--- src/rtl/keyed_cfg_pkg.sv ---
package keyed_cfg_pkg;
    localparam int unsigned WORD_W   = 32;
    localparam int unsigned KEY_W    = 8;
    localparam int unsigned KEY_LSB  = WORD_W - KEY_W;
    localparam int unsigned SW_N     = 8;
    localparam int unsigned PAY_W    = SW_N + 1;
    localparam logic [KEY_W-1:0] UNLOCK_KEY = 8'h5A;

    typedef struct packed {
        logic            supply_sel;
        logic [SW_N-1:0] sw_close;
    } cfg_payload_t;

    function automatic logic key_matches(input logic [WORD_W-1:0] word);
        return word[WORD_W-1:KEY_LSB] == UNLOCK_KEY;
    endfunction

    function automatic cfg_payload_t extract_payload(input logic [WORD_W-1:0] word);
        return cfg_payload_t'(word[PAY_W-1:0]);
    endfunction

    function automatic logic [WORD_W-1:0] pack_readback(input cfg_payload_t p);
        return {{(WORD_W-PAY_W){1'b0}}, p};
    endfunction
endpackage

--- src/rtl/keyed_cfg_gate.sv ---
module keyed_cfg_gate
    import keyed_cfg_pkg::*;
(
    input  logic              wr_en_i,
    input  logic [WORD_W-1:0] wr_data_i,
    output logic              commit_o,
    output cfg_payload_t      next_o
);
    always_comb begin
        commit_o = wr_en_i && key_matches(wr_data_i);
        next_o   = extract_payload(wr_data_i);
    end
endmodule

--- src/rtl/keyed_cfg_store.sv ---
module keyed_cfg_store
    import keyed_cfg_pkg::*;
(
    input  logic         clk_i,
    input  logic         rst_i,
    input  logic         commit_i,
    input  cfg_payload_t next_i,
    output cfg_payload_t cur_o,
    output logic         accept_o
);
    always_ff @(posedge clk_i) begin
        if (rst_i) begin
            cur_o    <= '0;
            accept_o <= 1'b0;
        end else begin
            accept_o <= commit_i;
            if (commit_i) cur_o <= next_i;
        end
    end

    a_r3_hold_on_reject: assert property (@(posedge clk_i) disable iff (rst_i)
        !commit_i |=> $stable(cur_o));
    a_r7_pulse_follows_commit: assert property (@(posedge clk_i) disable iff (rst_i)
        commit_i |=> accept_o);
endmodule

--- src/rtl/keyed_cfg_reg.sv ---
module keyed_cfg_reg
    import keyed_cfg_pkg::*;
(
    input  logic              clk_i,
    input  logic              rst_i,
    input  logic              wr_en_i,
    input  logic [WORD_W-1:0] wr_data_i,
    input  logic              rd_en_i,
    output logic [WORD_W-1:0] rd_data_o,
    output logic              wr_accept_o,
    output logic              supply_sel_o,
    output logic [SW_N-1:0]   sw_close_o
);
    logic         commit;
    cfg_payload_t next_val;
    cfg_payload_t cur_val;

    keyed_cfg_gate u_gate (
        .wr_en_i  (wr_en_i),
        .wr_data_i(wr_data_i),
        .commit_o (commit),
        .next_o   (next_val)
    );

    keyed_cfg_store u_store (
        .clk_i   (clk_i),
        .rst_i   (rst_i),
        .commit_i(commit),
        .next_i  (next_val),
        .cur_o   (cur_val),
        .accept_o(wr_accept_o)
    );

    always_comb begin
        supply_sel_o = cur_val.supply_sel;
        sw_close_o   = cur_val.sw_close;
        rd_data_o    = rd_en_i ? pack_readback(cur_val) : '0;
    end

    a_r4_key_reads_zero: assert property (@(posedge clk_i) disable iff (rst_i)
        rd_data_o[WORD_W-1:KEY_LSB] == '0);
    a_r5_unused_zero: assert property (@(posedge clk_i) disable iff (rst_i)
        rd_data_o[KEY_LSB-1:PAY_W] == '0);
    a_r2_accept_loads: assert property (@(posedge clk_i) disable iff (rst_i)
        (wr_en_i && wr_data_i[WORD_W-1:KEY_LSB] == UNLOCK_KEY) |=>
        ({supply_sel_o, sw_close_o} == $past(wr_data_i[PAY_W-1:0])));
    a_r7_no_pulse_without_key: assert property (@(posedge clk_i) disable iff (rst_i)
        !(wr_en_i && wr_data_i[WORD_W-1:KEY_LSB] == UNLOCK_KEY) |=> !wr_accept_o);
    a_r6_outputs_match_read: assert property (@(posedge clk_i) disable iff (rst_i)
        rd_en_i |-> rd_data_o[PAY_W-1:0] == {supply_sel_o, sw_close_o});
endmodule

--- config.mk ---
export PLATFORM = sky130hd
export DESIGN_NAME = keyed_cfg_reg
export DESIGN_NICKNAME = d
export VERILOG_FILES = /design/src/rtl/keyed_cfg_pkg.sv /design/src/rtl/keyed_cfg_gate.sv /design/src/rtl/keyed_cfg_store.sv /design/src/rtl/keyed_cfg_reg.sv
export SDC_FILE = /design/constraint.sdc
export NUM_CORES = 1
export LEC_CHECK = 0
export CORE_MARGIN = 2
export CORE_UTILIZATION = 27
export CTS_CLUSTER_DIAMETER = 100
export DETAILED_ROUTE_END_ITERATION = 8
export PLACE_DENSITY = 0.87
export SYNTH_ARGS = -nofsm -noshare
export SYNTH_HDL_FRONTEND = slang
export SYNTH_HIERARCHICAL = 1
export SYNTH_SLANG_ARGS = --single-unit
--- constraint.sdc ---
create_clock -name clk_i -period 1.4 [get_ports clk_i]
set_input_delay 0.28 -clock clk_i [delete_from_list [all_inputs] [get_ports clk_i]]
set_output_delay 0.28 -clock clk_i [all_outputs]
set_load 0.1 [all_outputs]
After elaboration in Yosys (flattened, before gate mapping):

Index checks and enable logic that the tools add are counted.
Widths: inputs -> output; s select.

* bits in registers: 10
* output and inout port bits: 42

* equality and inequality tests: 1
* multiplexer cells: 1
* reduce and logical (&&, ||, !) cells: 1

Operators with widths (count)
* $mux 9: 1
* $eq 8x7->1 const B: 1
* $logic_and 1x1->1: 1

Logic depth before layout (Yosys ltp):

* depth after elaboration: 2
* mapped depth: 5
* depth with buffers taken out: 4

Modules after synthesis:

Netlist, hierarchy kept.

Modules (own cells, without submodules)
* keyed_cfg_store: times used 1, cells an instance 31, area an instance 346.6 um^2, sequential area each 200.2 um^2
* keyed_cfg_reg: times used 1, cells an instance 33, area an instance 232.7 um^2, sequential area each 0.0 um^2
* keyed_cfg_gate: times used 1, cells an instance 12, area an instance 96.3 um^2, sequential area each 0.0 um^2

Worst setup path after synthesis:

OpenSTA, ideal clock, no wires.

* path type: reg-to-output
* from: register u_store/cur_o[0] (netlist bit)
* to: output rd_data_o[0]
* data arrival time: 1.808 ns
* required time: 1.120 ns
* slack: -0.688 ns
* stages on the path, launching flop included: 2
* cells stage by stage: dfxtp_1 -> and2_1

* cells in the longest elaborated chain, start to end: 1

Ends and longest elaborated chain
* start, declared: RTL line keyed_cfg_store.sv:8 `output cfg_payload_t cur_o,`
* start signal, assigned: RTL line keyed_cfg_store.sv:17 `if (commit_i) cur_o <= next_i;`
* $mux 9: RTL line keyed_cfg_reg.sv:37 `rd_data_o = rd_en_i ? pack_readback(cur_val) : '0;`
* end, declared: RTL line keyed_cfg_reg.sv:9 `output logic [WORD_W-1:0] rd_data_o,`

No other way between the ends.

Final worst setup path:

* from: input wr_data_i[26]
* to: register u_store/cur_o[8] (netlist bit)

* cells in the longest elaborated chain, start to end: 2

Ends and longest elaborated chain
* start, declared: RTL line keyed_cfg_reg.sv:7 `input logic [WORD_W-1:0] wr_data_i,`
* $eq 8x7->1: RTL line keyed_cfg_pkg.sv:15 `return word[WORD_W-1:KEY_LSB] == UNLOCK_KEY;`
* $logic_and 1x1->1: RTL line keyed_cfg_gate.sv:10 `commit_o = wr_en_i && key_matches(wr_data_i);`
* net commit: RTL line keyed_cfg_reg.sv:14 `logic commit;`

The timed path passes the listed nets, and every way through them passes these cells.
A chain may end at the register's enable or synchronous reset.

==> flow_summary.ini <==
[floorplanning]
start_util_pct = 27.78
fp.dieH_um = 54.03
die-width_um = 54.03
fp.dieArea_mm2 = 0.002919
io_pins = 78
core_mm2 = 0.002432
num_rows = 18

[routing]
first_pass_iters = 1
drt-total-wl_um = 1564
wl_per_cell_um = 10.94
vias = 523
vias_per_cell = 3.657
first_iter_violations = 0
postRouteAntennaNets = 0
drc = 0

[synth]
synthMuxAreaShare_pct = 13.33
ys_ff_latch = 10
synthesis.area_um2 = 675.6
synthSimpleGateAreaFrac_pct = 18.52
synth_top_family_by_area = buffers and inverters
syn_inst = 76
synthAdderAreaFrac_pct = 0
syn_area_per_cell_um2 = 8.890
synth.distinct_cells = 12
ys_warn_count = 6
yosysSeqAreaShare_pct = 29.63
synth_xor_area_share_pct = 0
synth_compound_area_share_pct = 0

[global_routing]
grt_pass1_wl_um = 2242
antenna_found_initial = 0
grt_remaining_overflow = 0
grt_max_degree = 8
grt_usage_pct = 11.01
grt_pass1_vias = 506

[status]
outcome = finished, final reports clean

[clock_tree]
hold_buffers = 0
cts_tree = built
cts_sinks = 10
h-tree-depth = 1
cts-buffers-inserted = 3
cts_max_path_buffers = 2
clockRootBuffer = clkbuf_4
clock_latency_ns = 0.26
clk_pin_slew_ns = 0.07

[cells_and_area]
area_delta_synth_final_pct = 89.26
drive_gt1_share_pct = 44.25
layout.nets = 150
layout.cells.non_filler = 143
final_area_mm2 = 0.001279
n_antenna_cell = 0

[placed_design]
port_buffers = 39
place_inst = 139
hpwl_um = 1320
dpl-instance-area_mm2 = 0.001199
globalplace.congestion = 0.6167

[pwr]
sw_frac_of_total_pct = 44.10
internal-power_uw = 500.8
clock_power_share_pct = 29.2
power_leakage_nw = 0.5926
power_density_mw_per_mm2 = 700.6
p_sw_uw = 395.1
pwr-share-seq_pct = 31.8
power_uw = 895.9
peakVddDrop_uv = 393.5
p_comb_share_pct = 39.0

[setup_path]
worstPathRequired_ns = 1.55
worst-path-max-fanout = 5
path_class = primary input to register
critPathCaptureType = register
startpoint_type = primary input
crit_arrival_ns = 1.46

[sta]
rsz0062_at_grt = no
fin_tns_setup_ns = 0
fmax_mhz = 763.6
period_share_pct = 93.54
period_needed_ns = 1.310
maxSlewViolCount = 0
fin_skew_ns = 0
setup_viol = 0
hold_violations = 0

[min_path]
hp-class = register to register

[run]
drv_cap = 0
[power by group through the flow]
stage          logic (mW)  registers (mW)  clock network [mW]
4_1_cts             0.350           0.285               0.271
6_report            0.349           0.285               0.262
2_1_floorplan       0.344           0.294                   0
3_5_place_dp        0.349           0.292                   0
5_1_grt             0.362           0.285               0.291
3_3_place_gp        0.348           0.291                   0
[worst paths after layout]
path,from,cells past startpoint,slack [ns],end
hold reg to reg,u_store/cur_o[6],2,0.54,u_store/cur_o[6]
setup / recovery,wr_data_i[26],5,0.09,u_store/cur_o[8]
setup reg to reg,u_store/cur_o[8],2,0.70,u_store/cur_o[8]
hold / removal,u_store/cur_o[6],2,0.54,u_store/cur_o[6]
[per-layer routing]
metal	track usage (%)	vias to the layer above	share of wire [%]
met5	0	-	0
met4	2.500	0	0
met3	5.000	0	9.0
met2	20.93	32	57
met1	10.76	231	34
li1	-	260	-
[cell families after synthesis]
kind of cell,Yosys count
multiplexers,9
AND/OR/NAND/NOR,22
other,1
flip-flops,10
buffers and inverters,34
[layout make-up]
type,count,area (um2)
tap,30,37.54
multi-input combinational,54,336.6
timing repair buffer,45,656.9
fill,228,1154
sequential,10,211.5
clock buffer,4,36.28
[registers in the layout, summed over array words and instances (netlist names)]
signal            count
u_store/accept_o      1
u_store/cur_o         9
[stage by stage]
stage	util (%)	setup WS (ns)	hold slack, ns
floorplan	-	0.04849	0.5086
global placement	49.28	-0.2515	0.5145
detailed placement	49.28	-0.2848	0.5306
CTS	51.18	-0.003488	0.5484
global route	52.57	0.04839	0.5695
finish	52.57	0.09041	0.5422
[timing repair]
item,CTS,global route
pin swaps,1,2
buffers inserted,0,0
resized for setup,4,11
endpoints found under the setup margin,12,8
endpoints found under the hold margin,0,0
[critical path, stage by stage]
cell and delay [ns]:
clkdlybuf4s50_1 0.40, and4bb_1 0.33, buf_6 0.15, mux2i_2 0.23, nor2_1 0.07
[synth_stat cells]
| library cell | instances | share of area (%) |
|---|---|---|
| nor3b_1 | 1 | 1.1 |
| nor2b_1 | 1 | 0.93 |
| and4bb_1 | 1 | 1.9 |
| and2_1 | 9 | 8.3 |
| clkbuf_2 | 1 | 0.74 |
| dfxtp_1 | 10 | 30 |
| buf_6 | 1 | 1.7 |
| nand4b_1 | 1 | 1.3 |
| mux2i_1 | 9 | 13 |
| buf_4 | 32 | 36 |
| nor2_1 | 9 | 5.0 |
| conb_1 | 1 | 0.56 |
[placed cells by master, fill, tap and decap left out, drive strengths merged]
master / netlist / layout
and2: 9 / 9
and4bb: 1 / 1
buf: 33 / 25
clkbuf: 1 / 4
clkdlybuf4s50: 0 / 12
conb: 1 / 23
dfxtp: 10 / 10
dlygate4sd2: 0 / 1
dlymetal6s2s: 0 / 7
mux2i: 9 / 9
nand4b: 1 / 1
nor2: 9 / 9
nor2b: 1 / 1
nor3b: 1 / 1
(Power assumes the default switching activity.)
